==> src/rtl/sline_pkg.sv <==
package sline_pkg;

  // Width of the half-microsecond tick count; the longest operation is 1920 ticks
  localparam int TW = 12;

  typedef enum logic [1:0] {
    OP_RESET = 2'b00,
    OP_WRITE = 2'b01,
    OP_READ  = 2'b10,
    OP_NONE  = 2'b11
  } sl_op_e;

  // Phase boundaries of one operation, in half-microsecond ticks from its start
  typedef struct packed {
    logic [TW-1:0] low;   // line driven low while count < low
    logic [TW-1:0] samp;  // count reached at the sample instant
    logic [TW-1:0] fin;   // count reached when the operation ends
  } sl_win_t;

  // Durations in microseconds times two
  localparam int RST_LOW_STD   = 960;
  localparam int RST_LOW_OD    = 140;
  localparam int RST_HIGH_STD  = 960;
  localparam int RST_HIGH_OD   = 96;
  localparam int PRES_SMP_STD  = 140;
  localparam int PRES_SMP_OD   = 17;
  localparam int SHORT_LOW_STD = 12;
  localparam int SHORT_LOW_OD  = 2;
  localparam int LONG_LOW_STD  = 120;
  localparam int LONG_LOW_OD   = 15;
  localparam int RD_SMP_STD    = 18;
  localparam int RD_SMP_OD     = 2;
  localparam int SLOT_STD      = 140;
  localparam int SLOT_OD       = 20;
  localparam int REC_STD       = 10;
  localparam int REC_OD        = 4;

  function automatic logic [TW-1:0] tk(input int half_us);
    return TW'(half_us);
  endfunction

  function automatic sl_win_t win_of(input sl_op_e op, input logic one, input logic od);
    sl_win_t w;
    int lo;
    int fin;
    case (op)
      OP_RESET: begin
        lo    = od ? RST_LOW_OD : RST_LOW_STD;
        w.low  = tk(lo);
        w.samp = tk(lo + (od ? PRES_SMP_OD : PRES_SMP_STD));
        w.fin  = tk(lo + (od ? RST_HIGH_OD : RST_HIGH_STD));
      end
      OP_READ: begin
        lo    = od ? SHORT_LOW_OD : SHORT_LOW_STD;
        fin   = od ? (SLOT_OD + REC_OD) : (SLOT_STD + REC_STD);
        w.low  = tk(lo);
        w.samp = tk(lo + (od ? RD_SMP_OD : RD_SMP_STD));
        w.fin  = tk(fin);
      end
      default: begin
        if (one) lo = od ? SHORT_LOW_OD : SHORT_LOW_STD;
        else     lo = od ? LONG_LOW_OD : LONG_LOW_STD;
        fin   = od ? (SLOT_OD + REC_OD) : (SLOT_STD + REC_STD);
        w.low  = tk(lo);
        w.samp = tk(fin);
        w.fin  = tk(fin);
      end
    endcase
    return w;
  endfunction

endpackage

==> src/rtl/sline_sync.sv <==
module sline_sync #(
  parameter int STAGES = 2
) (
  input  logic clk,
  input  logic rst_n,
  input  logic d,
  output logic q
);
  logic [STAGES-1:0] st;

  for (genvar g = 0; g < STAGES; g++) begin : g_stage
    if (g == 0) begin : g_first
      always_ff @(posedge clk or negedge rst_n) begin
        if (!rst_n) st[g] <= 1'b1;
        else        st[g] <= d;
      end
    end else begin : g_next
      always_ff @(posedge clk or negedge rst_n) begin
        if (!rst_n) st[g] <= 1'b1;
        else        st[g] <= st[g-1];
      end
    end
  end

  assign q = st[STAGES-1];
endmodule

==> src/rtl/sline_tick.sv <==
module sline_tick
  import sline_pkg::*;
#(
  parameter int DIV = 100
) (
  input  logic          clk,
  input  logic          rst_n,
  input  logic          clr,
  input  logic          run,
  output logic          tick,
  output logic [TW-1:0] elapsed
);
  localparam int DW = (DIV > 2) ? $clog2(DIV) : 1;

  logic [DW-1:0] div_q;

  assign tick = run && (div_q == DW'(DIV - 1));

  always_ff @(posedge clk or negedge rst_n) begin
    if (!rst_n) begin
      div_q   <= '0;
      elapsed <= '0;
    end else if (clr) begin
      div_q   <= '0;
      elapsed <= '0;
    end else if (run) begin
      div_q <= tick ? '0 : div_q + DW'(1);
      if (tick) elapsed <= elapsed + TW'(1);
    end
  end
endmodule

==> src/rtl/sline_seq.sv <==
module sline_seq
  import sline_pkg::*;
(
  input  logic          clk,
  input  logic          rst_n,
  input  logic          cmd_valid,
  input  logic [1:0]    cmd_op,
  input  logic          cmd_bit,
  input  logic          od_sel,
  input  logic          line_s,
  input  logic          tick,
  input  logic [TW-1:0] elapsed,
  output logic          clr,
  output logic          run,
  output logic          line_oe,
  output logic          busy,
  output logic          done,
  output logic          presence,
  output logic          rbit,
  output logic          pres_samp,
  output logic          bit_samp,
  output logic          od_lat
);
  sl_op_e        op_in;
  sl_op_e        op_q;
  sl_win_t       win_q;
  logic          busy_q, done_q, pres_q, rbit_q, od_q;
  logic          accept, samp_hit, end_hit;
  logic [TW-1:0] next_e;

  assign op_in    = sl_op_e'(cmd_op);
  assign accept   = !busy_q && cmd_valid && (op_in != OP_NONE);
  assign next_e   = elapsed + TW'(1);
  assign samp_hit = busy_q && tick && (next_e == win_q.samp);
  assign end_hit  = busy_q && tick && (next_e == win_q.fin);

  assign pres_samp = samp_hit && (op_q == OP_RESET);
  assign bit_samp  = samp_hit && (op_q == OP_READ);

  always_ff @(posedge clk or negedge rst_n) begin
    if (!rst_n) begin
      busy_q <= 1'b0;
      done_q <= 1'b0;
      pres_q <= 1'b0;
      rbit_q <= 1'b0;
      od_q   <= 1'b0;
      op_q   <= OP_NONE;
      win_q  <= '0;
    end else begin
      done_q <= end_hit;
      if (accept) begin
        busy_q <= 1'b1;
        op_q   <= op_in;
        od_q   <= od_sel;
        win_q  <= win_of(op_in, cmd_bit, od_sel);
      end else if (end_hit) begin
        busy_q <= 1'b0;
      end
      if (pres_samp) pres_q <= ~line_s;
      if (bit_samp)  rbit_q <= line_s;
    end
  end

  assign clr      = accept;
  assign run      = busy_q;
  assign line_oe  = busy_q && (elapsed < win_q.low);
  assign busy     = busy_q;
  assign done     = done_q;
  assign presence = pres_q;
  assign rbit     = rbit_q;
  assign od_lat   = od_q;
endmodule

==> src/rtl/sline_master.sv <==
module sline_master
  import sline_pkg::*;
#(
  parameter int CLK_PER_US  = 200,
  parameter int SYNC_STAGES = 2
) (
  input  logic       clk,
  input  logic       rst_n,
  input  logic       cmd_valid_i,
  input  logic [1:0] cmd_op_i,
  input  logic       cmd_bit_i,
  input  logic       od_speed_i,
  input  logic       line_i,
  output logic       line_oe_o,
  output logic       busy_o,
  output logic       done_o,
  output logic       presence_o,
  output logic       rbit_o
);
  localparam int TICK_CYC = CLK_PER_US / 2;

  logic          line_s_w;
  logic          tick_w, clr_w, run_w;
  logic [TW-1:0] elapsed_w;
  logic          pres_samp_w, bit_samp_w, od_lat_w;

  sline_sync #(.STAGES(SYNC_STAGES)) sync_i (
    .clk(clk), .rst_n(rst_n), .d(line_i), .q(line_s_w)
  );

  sline_tick #(.DIV(TICK_CYC)) tick_i (
    .clk(clk), .rst_n(rst_n), .clr(clr_w), .run(run_w),
    .tick(tick_w), .elapsed(elapsed_w)
  );

  sline_seq seq_i (
    .clk(clk), .rst_n(rst_n),
    .cmd_valid(cmd_valid_i), .cmd_op(cmd_op_i), .cmd_bit(cmd_bit_i),
    .od_sel(od_speed_i), .line_s(line_s_w),
    .tick(tick_w), .elapsed(elapsed_w),
    .clr(clr_w), .run(run_w),
    .line_oe(line_oe_o), .busy(busy_o), .done(done_o),
    .presence(presence_o), .rbit(rbit_o),
    .pres_samp(pres_samp_w), .bit_samp(bit_samp_w), .od_lat(od_lat_w)
  );
endmodule

==> config.mk <==
export PLATFORM = sky130hd
export DESIGN_NAME = sline_master
export DESIGN_NICKNAME = d
export VERILOG_FILES = /design/src/rtl/sline_pkg.sv /design/src/rtl/sline_sync.sv /design/src/rtl/sline_tick.sv /design/src/rtl/sline_seq.sv /design/src/rtl/sline_master.sv
export SDC_FILE = /design/constraint.sdc
export NUM_CORES = 1
export LEC_CHECK = 0
export BUFFER_PORTS_ARGS = -buffer_cell sky130_fd_sc_hd__buf_2
export CAP_MARGIN = 20
export CORE_MARGIN = 10
export CORE_UTILIZATION = 63
export CTS_CLUSTER_SIZE = 30
export DETAILED_ROUTE_END_ITERATION = 6
export HOLD_SLACK_MARGIN = 0.1
export PLACE_DENSITY = 0.8
export SLEW_MARGIN = 20
export SYNTH_ARGS = -nofsm -noshare
export SYNTH_HDL_FRONTEND = slang
export SYNTH_SLANG_ARGS = --single-unit
==> constraint.sdc <==
create_clock -name clk -period 3.7 [get_ports clk]
set_input_delay 0.37 -clock clk [delete_from_list [all_inputs] [get_ports clk]]
set_output_delay 0.37 -clock clk [all_outputs]
set_load 0.005 [all_outputs]
# ---- Word level (Yosys, flattened, before mapping)
# Index checks and enable logic that the tools add are counted.
dict set report word_totals {
  ff_bits 63
  latch_bits 0
  ram_bits 0
  mem_bits_ro 0
  elab_cells 58
  memories 0
}
dict set report op_classes {
  add_sub_neg 5
  mul 0
  div_mod_pow 0
  magnitude_cmp 1
  n_eq_ne 6
  n_shift 0
  muxes 17
  bitwise_logic 1
  reduce_logical 16
}
# cell n
set ops {}
lappend ops {{36-bit one-hot mux with 2 select lines} 1}
lappend ops {{12-bit 2-to-1 mux} 4}
lappend ops {{7-bit 2-to-1 mux} 4}
lappend ops {{12-bit adder} 2}
lappend ops {{12-bit == test} 2}
lappend ops {{10-bit 2-to-1 mux} 2}
lappend ops {{8-bit 2-to-1 mux} 2}
lappend ops {{12-bit by 1-bit adder with 12-bit output (second input constant)} 1}
lappend ops {{5-bit by 12-bit adder with 12-bit output} 1}
lappend ops {{12-bit < comparator} 1}
lappend ops {{1-bit logical AND} 9}
lappend ops {{7-bit by 1-bit adder with 7-bit output (second input constant)} 1}
lappend ops {{7-bit == test (second input constant)} 1}
lappend ops {{2-bit nonzero test} 3}
lappend ops {{5-bit 2-to-1 mux} 1}
lappend ops {{2-bit == test (second input constant)} 2}
lappend ops {{2-bit zero test} 2}
lappend ops {{4-bit 2-to-1 mux} 1}
lappend ops {{1-bit 2-to-1 mux} 2}
lappend ops {{2-bit inequality test (second input constant)} 1}
lappend ops {{2-bit AND reduction} 1}
lappend ops {{1-bit zero test} 1}
lappend ops {{1-bit NOT} 1}

# ---- Logic depth before layout (Yosys ltp)
# Gate-level depths: netlist (run 1).
dict set report depth {
  ltp_word 6
  depth_mapped 8
  mapped_depth_nobuf 7
}

# ---- Hierarchy
# From an unflattened synthesis (run 1), not the netlist that was laid out.
dict set report unflattened {
  cells_unflattened 362
  hier_area_um2 3199.3
}
# mod instances cells_per_inst area_per_inst_um2 seq_area_each_um2
set modules_own_cells {}
lappend modules_own_cells {sline_seq 1 263 2152.1 628.1}
lappend modules_own_cells {sline_tick 1 97 994.7 475.5}
lappend modules_own_cells {sline_sync 1 2 52.6 52.6}

# ---- Least setup slack after synthesis (run 1)
# OpenSTA, ideal clock, no wires.
dict set report synth_path {
  path_kind {register to register}
  start {reg tick_i.elapsed[1]}
  end {reg seq_i.rbit_q (netlist: seq_i.rbit)}
  setup_ns 0.128
  arrival_ns 2.187
  setup_slack_ns 1.385
  path_stages_with_launch 8
  n_path_buf 0
  cell_sequence {dfrtp_1 ha_1 nand3_2 or4_1 nand3_1 o2111ai_1 nor4b_1 mux2_1}
}
dict set report synth_via {
  elab_chain_cells 4
}
# item line
set synth_rtl {}
lappend synth_rtl {{from (decl)} sline_tick.sv:11} ;# output logic [TW-1:0] elapsed
lappend synth_rtl {{from (signal assigned)} sline_tick.sv:28} ;# if (tick) elapsed <= elapsed + TW'(1);
lappend synth_rtl {{12-bit by 1-bit adder with 12-bit output} sline_seq.sv:33} ;# assign next_e = elapsed + TW'(1);
lappend synth_rtl {{12-bit == test} sline_seq.sv:34} ;# assign samp_hit = busy_q && tick && (next_e == win_q.samp);
lappend synth_rtl {{1-bit logical AND} sline_seq.sv:34}
lappend synth_rtl {{1-bit logical AND} sline_seq.sv:38} ;# assign bit_samp = samp_hit && (op_q == OP_READ);
lappend synth_rtl {{to (signal assigned)} sline_seq.sv:60} ;# if (bit_samp) rbit_q <= line_s;
lappend synth_rtl {{to (decl)} sline_seq.sv:27} ;# logic busy_q, done_q, pres_q, rbit_q, od_q;
# No other way between the ends.
# A chain may end at the register's enable or synchronous reset.

# ---- Worst setup path after layout (run 1)
dict set report layout_path {
  start {reg tick_i.elapsed[0]}
  end {reg seq_i.rbit_q (netlist: seq_i.rbit)}
}
# Same word-level chain as after synthesis.

==> flow_metrics.tcl, run 1 <==
set metrics [dict create \
    status "finished, final reports clean" \
    power_frac_clock_pct 28.0 \
    synthArstFlopShare_pct 100 \
    fmax_ghz 0.370 \
    setup.worst_path.end "seq_i.rbit" \
    via_per_inst 6.10 \
    die_height_um 86.7 \
    htree_levels 2 \
    drt-initial-drc-count 280 \
    reg2reg_depth 7 \
    cap_violations 0 \
    netlist_instances 312 \
    cp-startpoint "tick_i.elapsed[0]" \
    dp_cells 357 \
    crit_fanout 10 \
    area_growth_pct 7.27 \
    drt_pass1_iterations 4 \
    track_usage_pct 16.8 \
    drive_above_1_share_pct 11.1 \
    r2r_end "seq_i.rbit" \
    synth_ff_type "dfrtp_1" \
    fillers 344 \
    die_w_um 86.7 \
    clockBufferDepth 2 \
    seq_area_sq_mm 0.00113 \
    p_switching_w 0.000543 \
    multi_input_area_sq_mm 0.00152 \
    hpwl_um 4310 \
    clk_pin_slew_worst_paths_ps 90 \
    path_cells "ha_1 -> nand3_2 -> or4_1 -> nand3_1 -> o2111ai_1 -> nor4b_1 -> mux2_1" \
    globalplace.congestion 0.972 \
    grt_antenna_before_repair 0 \
    syn_area_sq_mm 0.00281 \
    drtAntennaViolNets 0 \
    setup_viol 0 \
    synth.distinct_cells 62 \
    synth-edff-count 0 \
    peakVddDrop_uv 313 \
    synth_warnings 0 \
    slew_violations 0 \
    core_area_sq_mm 0.00432 \
    worstSetupPathType "register to register" \
    drc_errors 0 \
    rr_startpoint "tick_i.elapsed[0]" \
    cts_setup_buffers 0 \
    clock_skew_ps 4.74 \
    final_hold_viol_count 0 \
    fin_crit_sh_pct 73.1 \
    drt-total-wl_um 6000 \
    r2r_slack_ps 1000 \
    start_util_pct 64.9 \
    cts_sinks 45 \
    crit_slowest_cell "dfrtp_1" \
    synth_seq_cells 45 \
    p_leak_nw 1.32 \
    swShare_pct 33.7 \
    ys_seq_area_share_pct 40.3 \
    rows 24 \
    cts_made_buffers 5 \
    slew_headroom_pct 46.1 \
    ios 13 \
    finalNetCount 337 \
    antenna_cells 0 \
    stdcell_count 367 \
    setup_tns_ps 0 \
    die-area_sq_mm 0.00752 \
    max_stage_delay_ps 550 \
    startpoint_type "register" \
    powerDensity_mw_per_mm2 536 \
    crit_arrival_ps 2900 \
    fin_crit_ps 2700 \
    port_buffers 12 \
    cts_tree "yes" \
    rsz0062_at_grt "no" \
    cp.required_ps 3890 \
    final_util_pct 69.6 \
    vias 2238 \
    first_global_vias 2066 \
    end_kind "register" \
    max_slew.worst_pin.slew_ps 806 \
    clk_latency_ps 310 \
    p_seq_share_pct 46.1 \
    hold_path_class "input port to register" \
    wl_per_cell_um 16.3 \
    cts-root-buf "clkbuf_8" \
    syn_nets 335 \
    p_int_w 0.00107 \
    avgSynthCellArea_sq_um 9.00 \
    gr-total-overflow 0 \
    comb_power_share_pct 25.9 \
    grt_max_degree 46 \
    grt_pass1_wl_um 10300 \
]
==> layout make-up <==
cell class / instances / area share (%)
Multi-Input combinational cell: 232 / 50.5
Sequential cell: 45 / 37.6
Timing Repair Buffer: 16 / 3.49
Clock buffer: 5 / 2.29
Clock inverter: 3 / 2.29
Tap cell: 52 / 2.16
Inverter: 14 / 1.75
==> worst min path at each step <==
stage | cells after the start | to | start
4_1_cts | 1 | sync_i.st[0] | line_i
5_1_grt | 1 | sync_i.st[0] | line_i
6_report | 1 | sync_i.st[0] | line_i
3_3_place_gp | 0 | sync_i.q | sync_i.st[0]
3_5_place_dp | 0 | sync_i.q | sync_i.st[0]
2_1_floorplan | 0 | seq_i.busy | rst_n
==> Yosys cell counts, types with 2 or more instances <==
cell      count  area (sq um)
a31oi_1       2          12.5
nor3_1        5          25.0
clkbuf_1     13          48.8
o21ai_0      25           125
and3_1        3          18.8
buf_2         2          10.0
or4_1         2          15.0
o21ai_1       4          20.0
nor4b_1       2          17.5
dfrtp_1      41          1030
ha_1         15           188
dfstp_2       4           105
nor3b_1       2          15.0
nand4_1       6          37.5
inv_1        14          52.6
buf_4         4          30.0
xor2_1        8          70.1
a21oi_1      11          55.1
a211oi_1      2          15.0
nand3_1      11          55.1
a21o_1        3          22.5
or3_1         5          31.3
and4b_1       2          20.0
xnor2_1      14           123
nor2_1       25          93.8
o21a_1        2          15.0
mux2i_1       2          20.0
o31ai_1       5          37.5
o41ai_1       2          17.5
nor4_1        2          12.5
nand2_1      41           154
nand2b_1      3          18.8
==> repair_timing <==
item,CTS,global route
hold buffers,0,1
endpoints found under the hold margin,0,12
resized for setup,0,0
==> per-layer routing <==
metal  global-route usage (%)  part of all wire, %
met3                     3.19                  4.8
met1                     22.6                   47
met4                     5.74                  1.4
met5                        0                    0
met2                     26.4                   47
==> power groups by stage <==
| stage | combinational (W) | clock (W) | sequential, W |
|---|---|---|---|
| finish | 0.000418 | 0.000451 | 0.000743 |
| global route | 0.000478 | 0.000474 | 0.000759 |
| CTS | 0.000415 | 0.000453 | 0.000739 |
| detailed placement | 0.000412 | 0 | 0.000750 |
| global placement | 0.000396 | 0 | 0.000745 |
| floorplan | 0.000390 | 0 | 0.000671 |
==> flip-flops by register name (all words and copies together), names as in the netlist <==
signal / cells
seq_i.win_q: 18
tick_i.elapsed: 12
tick_i.div_q: 7
seq_i.op_q: 2
seq_i.busy: 1
seq_i.done: 1
seq_i.presence: 1
seq_i.rbit: 1
sync_i.q: 1
sync_i.st: 1
==> critical path: cells and delay by family (launching register included) <==
kind                       cells  cell delay, ps
muxes                          1             370
DFF                            1             550
adders and majority gates      1             350
AOI/OAI and AO/OA              1             180
and+or+nand+nor                4            1140
==> cells in the final DEF (no fill, tap or decap), drive strengths merged, types with 7 or more instances in the layout <==
cell type / count
o21ai: 29
ha: 15
inv: 15
nand3: 13
xor2: 8
nand2: 41
buf: 15
dfrtp: 41
a21oi: 11
nand4: 7
nor2: 25
xnor2: 14
==> metrics by stage <==
| step | cell area, sq um | hold slack, ps | total power, W | setup WS (ps) |
|---|---|---|---|---|
| 2_1_floorplan | 2810 | 74.4 | 0.00106 | 1390 |
| 3_3_place_gp | 2840 | 345 | 0.00114 | 1140 |
| 3_5_place_dp | 2840 | 349 | 0.00116 | 1010 |
| 4_1_cts | 2980 | 155 | 0.00161 | 1000 |
| 5_1_grt | 3010 | 146 | 0.00171 | 737 |
| 6_report | 3010 | 153 | 0.00161 | 997 |
==> kinds of logic (layout without fill, tap and decap cells) <==
group                      Yosys count  in the layout  share of synthesized area (%)
AOI/OAI and AO/OA                   69             69                           15.4
xor gates and xnor gates            23             23                           7.67
adders and majority gates           15             15                           6.69
buffers and inverters               35             38                           5.57
DFF                                 45             45                           40.3
muxes                                4              4                           1.52
and+or+nand+nor                    121            121                           22.9
Power figures use the tool's default switching activity.
==> run 2: changes to the inputs <==
Settings changed: CORE_UTILIZATION 63 to 61, PLACE_DENSITY 0.8 to 0.78.
Clock period 3.7 ns to 2.5 ns, I/O delays scaled along.
==> run 2 against run 1 <==
- register-to-register slack lost 900 ps
- utilization fell by 0.34 points
- total power is 39% higher
- first-iteration DRC count fell by 25%
- global-route usage up 0.43 points
- sequential power rose by 44%
- via count grew 4.1%
- clock power is 4% higher
- non-clock buffer count grew 13
- clock skew grew 3.6 ps
==> flow_metrics.tcl, run 2 (synthesis results as in run 1) <==
set metrics [dict create \
    dp_cells 371 \
    startpoint_type "register" \
    max_stage_delay_ps 570 \
    grt_pass1_wl_um 10700 \
    powerDensity_mw_per_mm2 731 \
    hpwl_um 4630 \
    final_util_pct 69.3 \
    status "finished, final reports clean" \
    cts-root-buf "clkbuf_8" \
    place_ws_ps 94.2 \
    swShare_pct 36.6 \
    clockBufferDepth 2 \
    drt-initial-drc-count 210 \
    rsz0062_at_grt "no" \
    rr_startpoint "tick_i.elapsed[2]" \
    slew_violations 0 \
    clk_pin_slew_worst_paths_ps 90 \
    path_cells "nand3_2 -> or4_1 -> nand3_1 -> o2111ai_1 -> nor4b_2 -> mux2_1" \
    rows 24 \
    slew_headroom_pct 36.9 \
    die-area_sq_mm 0.00771 \
    comb_power_share_pct 31.1 \
    cap_violations 0 \
    p_seq_share_pct 47.9 \
    htree_levels 2 \
    r2r_slack_ps 100 \
    fin_crit_sh_pct 96.2 \
    drc_errors 0 \
    final_hold_viol_count 0 \
    via_per_inst 6.13 \
    cts_sinks 45 \
    drt-total-wl_um 6200 \
    wl_per_cell_um 16.3 \
    worstSetupPathType "register to register" \
    grt_max_degree 45 \
    p_int_w 0.00142 \
    multi_input_area_sq_mm 0.00153 \
    end_kind "register" \
    p_leak_nw 1.36 \
    max_slew.worst_pin.slew_ps 946 \
    crit_slowest_cell "dfrtp_1" \
    peakVddDrop_uv 442 \
    hold_path_class "input port to async pin" \
    die_height_um 87.8 \
    drtAntennaViolNets 0 \
    cpLargestDelayFamily "simple AND/OR/NAND/NOR gates" \
    first_global_vias 2251 \
    fin_crit_ps 2400 \
    p_switching_w 0.000818 \
    top_register "seq_i.win_q" \
    clock_skew_ps 8.32 \
    clk_latency_ps 310 \
    power_frac_clock_pct 21.0 \
    final_cell_mix "nand2_1 (41), dfrtp_1 (38), nor2_1 (25), o21ai_0 (25), buf_4 (16)" \
    setup_ws_ps 95.6 \
    stdcell_count 380 \
    ios 13 \
    antenna_cells 0 \
    setup_viol 0 \
    drive_above_1_share_pct 15.9 \
    finalNetCount 350 \
    largest_register_ff_count 18 \
    globalplace.congestion 0.958 \
    fillers 350 \
    path_buf_inv 0 \
    cts_setup_buffers 0 \
    area_growth_pct 8.96 \
    top_regs "seq_i.win_q: 18 flops, tick_i.elapsed: 12 flops, tick_i.div_q: 7 flops" \
    r2r_end "seq_i.rbit" \
    cts_tree "yes" \
    cp.required_ps 2700 \
    die_w_um 87.8 \
    drt_pass1_iterations 4 \
    crit_arrival_ps 2600 \
    port_buffers 12 \
    grt_antenna_before_repair 0 \
    start_util_pct 63.6 \
    seq_area_sq_mm 0.00113 \
    core_area_sq_mm 0.00441 \
    track_usage_pct 17.2 \
    vias 2329 \
    gr-total-overflow 0 \
    reg2reg_depth 6 \
    setup_tns_ps 0 \
    cts_made_buffers 5 \
    final_common_cell "nand2_1" \
    crit_fanout 10 \
    fmax_ghz 0.416 \
]
==> run 2: cell types whose count changed in the layout (fill, tap and decap cells not counted), sizes merged <==
cell / change
buf: +13
bufinv: -2
clkinv: +1
clkinvlp: +1
==> run 2: worst max path at each step <==
stage,startpoint,end,cells after the start
5_1_grt,tick_i.elapsed[0],seq_i.busy,8
4_1_cts,tick_i.elapsed[0],seq_i.rbit,7
2_1_floorplan,tick_i.elapsed[1],seq_i.rbit,7
3_3_place_gp,tick_i.elapsed[4],seq_i.rbit,6
6_report,tick_i.elapsed[2],seq_i.rbit,6
3_5_place_dp,tick_i.elapsed[0],seq_i.rbit,7
==> run 2: routing by layer <==
metal,vias to the layer above,wire [um],global-route usage (%)
li1,1127,-,-
met1,1110,2850,22.3
met2,69,2780,26.7
met3,23,355,3.62
met4,0,211,8.41
met5,-,0,0
==> run 2: layout make-up <==
class | instances | share of cell area, %
Multi-Input combinational cell | 232 | 49.9
Sequential cell | 45 | 37.1
Timing Repair Buffer | 29 | 6.22
Clock buffer | 5 | 2.25
Tap cell | 52 | 2.13
Inverter | 14 | 1.72
Clock inverter | 3 | 0.696
==> run 2: power groups by stage <==
stage | combinational, W | clock, W | sequential, W
after floorplan | 0.000577 | 0 | 0.000994
after global placement | 0.000669 | 0 | 0.00107
after detailed placement | 0.000688 | 0 | 0.00108
after CTS | 0.000697 | 0.000479 | 0.00106
after global routing | 0.000799 | 0.000503 | 0.00110
final | 0.000695 | 0.000470 | 0.00107
==> run 2: per-stage QoR <==
step           cell area [sq um]  total power [W]  hold WS, ps
2_1_floorplan               2810          0.00157        -45.6
6_report                    3060          0.00223         81.4
5_1_grt                     3060          0.00240          163
4_1_cts                     3050          0.00224          113
3_3_place_gp                2950          0.00174          346
3_5_place_dp                2950          0.00177          358
==> run 2: repair_timing <==
item	CTS	global route
hold buffers	1	0
gates resized for setup	0	4
endpoints found under the hold margin	1	0
endpoints found under the setup margin	0	3
==> run 3: changes to the inputs <==
Settings changed: ABC_AREA from default to 1.
==> run 3 against run 2 <==
- critical path depth is 1 higher
- area after synthesis is 2.7% lower
- combinational power is 32% higher
- global-route usage is 1.8 points higher
- critical endpoint is now line_oe_o
- largest cell class unchanged
- largest power group unchanged
==> flow_metrics.tcl, run 3 <==
set metrics [dict create \
    synthArstFlopShare_pct 100 \
    end_kind "output pin" \
    synth_common_cells "nand2_1 (88), inv_1 (48), dfrtp_1 (41), nand3_1 (33), nor2_1 (30)" \
    die_w_um 86.9 \
    powerDensity_mw_per_mm2 852 \
    synth.distinct_cells 33 \
    setup_tns_ps 0 \
    synthTopCellsByArea "dfrtp_1 (38%), nand2_1 (12%), ha_1 (6.9%)" \
    netlist_instances 362 \
    final_common_cell "nand2_1" \
    synth_top_cell_area_share_pct 37.6 \
    port_buffers 12 \
    fillers 384 \
    die_height_um 86.9 \
    synth_compound_gate_area_share_pct 10.9 \
    startpoint_type "register" \
    start_util_pct 62.7 \
    synth_seq_cells 45 \
    drtAntennaViolNets 0 \
    slew_violations 0 \
    peakVddDrop_uv 481 \
    vias 2460 \
    synth_ff_type "dfrtp_1" \
    cts_sinks 45 \
    ys_seq_area_share_pct 41.4 \
    grt_antenna_before_repair 0 \
    drt_pass1_iterations 4 \
    cts_hold_buf 1 \
    cap_violations 0 \
    rsz0062_at_grt "no" \
    syn_area_sq_mm 0.00273 \
    clock_skew_ps 5.39 \
    final_hold_viol_count 0 \
    final_cell_mix "nand2_1 (88), inv_1 (48), dfrtp_1 (41), nand3_1 (33), nor2_1 (30)" \
    route.met3.wl_um 325 \
    max_slew.worst_pin.slew_ps 995 \
    synth-adder-area-share_pct 6.87 \
    globalplace.congestion 0.969 \
    finalNetCount 403 \
    crit_arrival_ps 1980 \
    cts_tree "yes" \
    cts-resized-gates 0 \
    cp.required_ps 2250 \
    maxUsedRoutingLayer "met4" \
    cts-root-buf "clkbuf_8" \
    status "finished, final reports clean" \
    wl_met1_um 2890 \
    yosys-mux-area-fraction_pct 0 \
    fin_crit_sh_pct 89.2 \
    met2_wirelength_um 3130 \
    synth-xor-area-share_pct 1.92 \
    grt_max_degree 46 \
    synth-simple-area-share_pct 30.9 \
    top_register "seq_i.win_q" \
    rows 24 \
    first_global_vias 2501 \
    fin_crit_ps 2230 \
    hpwl_um 4990 \
    slew_headroom_pct 33.6 \
    largest_register_ff_count 18 \
    htree_levels 2 \
    synth_top_family_by_area "simple AND/OR/NAND/NOR gates" \
    place_ws_ps 436 \
    final_util_pct 68.0 \
    via_per_inst 5.68 \
    die-area_sq_mm 0.00755 \
    drc_errors 0 \
    drive_above_1_share_pct 12.3 \
    area_growth_pct 8.43 \
    synth-edff-count 0 \
    grt_pass1_wl_um 11500 \
    gr-total-overflow 0 \
    setup_viol 0 \
    cts_made_buffers 5 \
    crit_fanout 7 \
    worstSetupPathType "register to output pin" \
    hold_path_class "input port to async pin" \
    top_regs "seq_i.win_q: 18 flops, tick_i.elapsed: 12 flops, tick_i.div_q: 7 flops" \
    syn_nets 385 \
    p_leak_nw 1.45 \
    cts_setup_buffers 0 \
    synth.most_common_cell "nand2_1" \
    clk_pin_slew_worst_paths_ps 90 \
    setup_ws_ps 270 \
    synth_top_cell_by_area "dfrtp_1" \
    antenna_cells 0 \
    drt-total-wl_um 6500 \
    clockBufferDepth 2 \
    fmax_ghz 0.448 \
    ios 13 \
    drt-initial-drc-count 156 \
    clk_latency_ps 310 \
    avgSynthCellArea_sq_um 7.55 \
    wl_per_cell_um 15.0 \
    synth_warnings 0 \
    core_area_sq_mm 0.00435 \
    track_usage_pct 19.0 \
]
[run 3: logic make-up after synthesis]
family,Yosys count
and+or+nand+nor,187
buffers and inverters,57
AOI/OAI and AO/OA,52
DFF,45
adders and majority gates,15
xor gates and xnor gates,6
[run 3: per-stage QoR]
step / instance area [sq um] / total power, W / hold slack, ps / instances
global route: 2960 / 0.00273 / 168 / 433
detailed placement: 2860 / 0.00205 / 347 / 424
finish: 2960 / 0.00252 / 101 / 433
CTS: 2960 / 0.00253 / 134 / 433
floorplan: 2730 / 0.00179 / -45.6 / 362
global placement: 2860 / 0.00201 / 346 / 424
[run 3: worst paths after layout]
check                                       start           endpoint  slack [ps]  depth (start not counted)
worst max-delay path              seq_i.win_q[18]          line_oe_o         270                          7
worst min-delay path                        rst_n  tick_i.elapsed[7]         100                          1
worst max register to register  tick_i.elapsed[0]     seq_i.presence         380                         10
worst min register to register       sync_i.st[0]           sync_i.q         360                          0
max in group asynchronous                   rst_n     seq_i.presence        1790                          1
min in group clk                      cmd_op_i[1]      seq_i.op_q[1]         200                          3
[run 3: per-layer routing]
layer	vias to the layer above	global-route usage, %
met2	67	30.1
li1	1220	-
met4	0	9.87
met3	14	3.84
met1	1159	23.8
met5	-	0
[run 3: layout make-up]
cell class | instances | area [sq um] | share of cell area [%]
Timing Repair Buffer | 16 | 92.6 | 3.13
Clock buffer | 5 | 68.8 | 2.32
Inverter | 52 | 195 | 6.59
Clock inverter | 3 | 25.0 | 0.845
Sequential cell | 45 | 1130 | 38.2
Tap cell | 52 | 65.1 | 2.20
Multi-Input combinational cell | 260 | 1380 | 46.7
[run 3: power breakdown]
| group | switching (W) | internal, W |
|---|---|---|
| clock network | 0.000273 | 0.000202 |
| logic | 0.000574 | 0.000342 |
| registers | 0.000169 | 0.000962 |
[run 3: critical path: stages (launching register included)]
cell and delay (ps):
dfrtp_1 460, inv_1 230, ha_1 290, and3_1 200, nand2_1 60, nand3_1 60, a311oi_1 210, buf_2 160
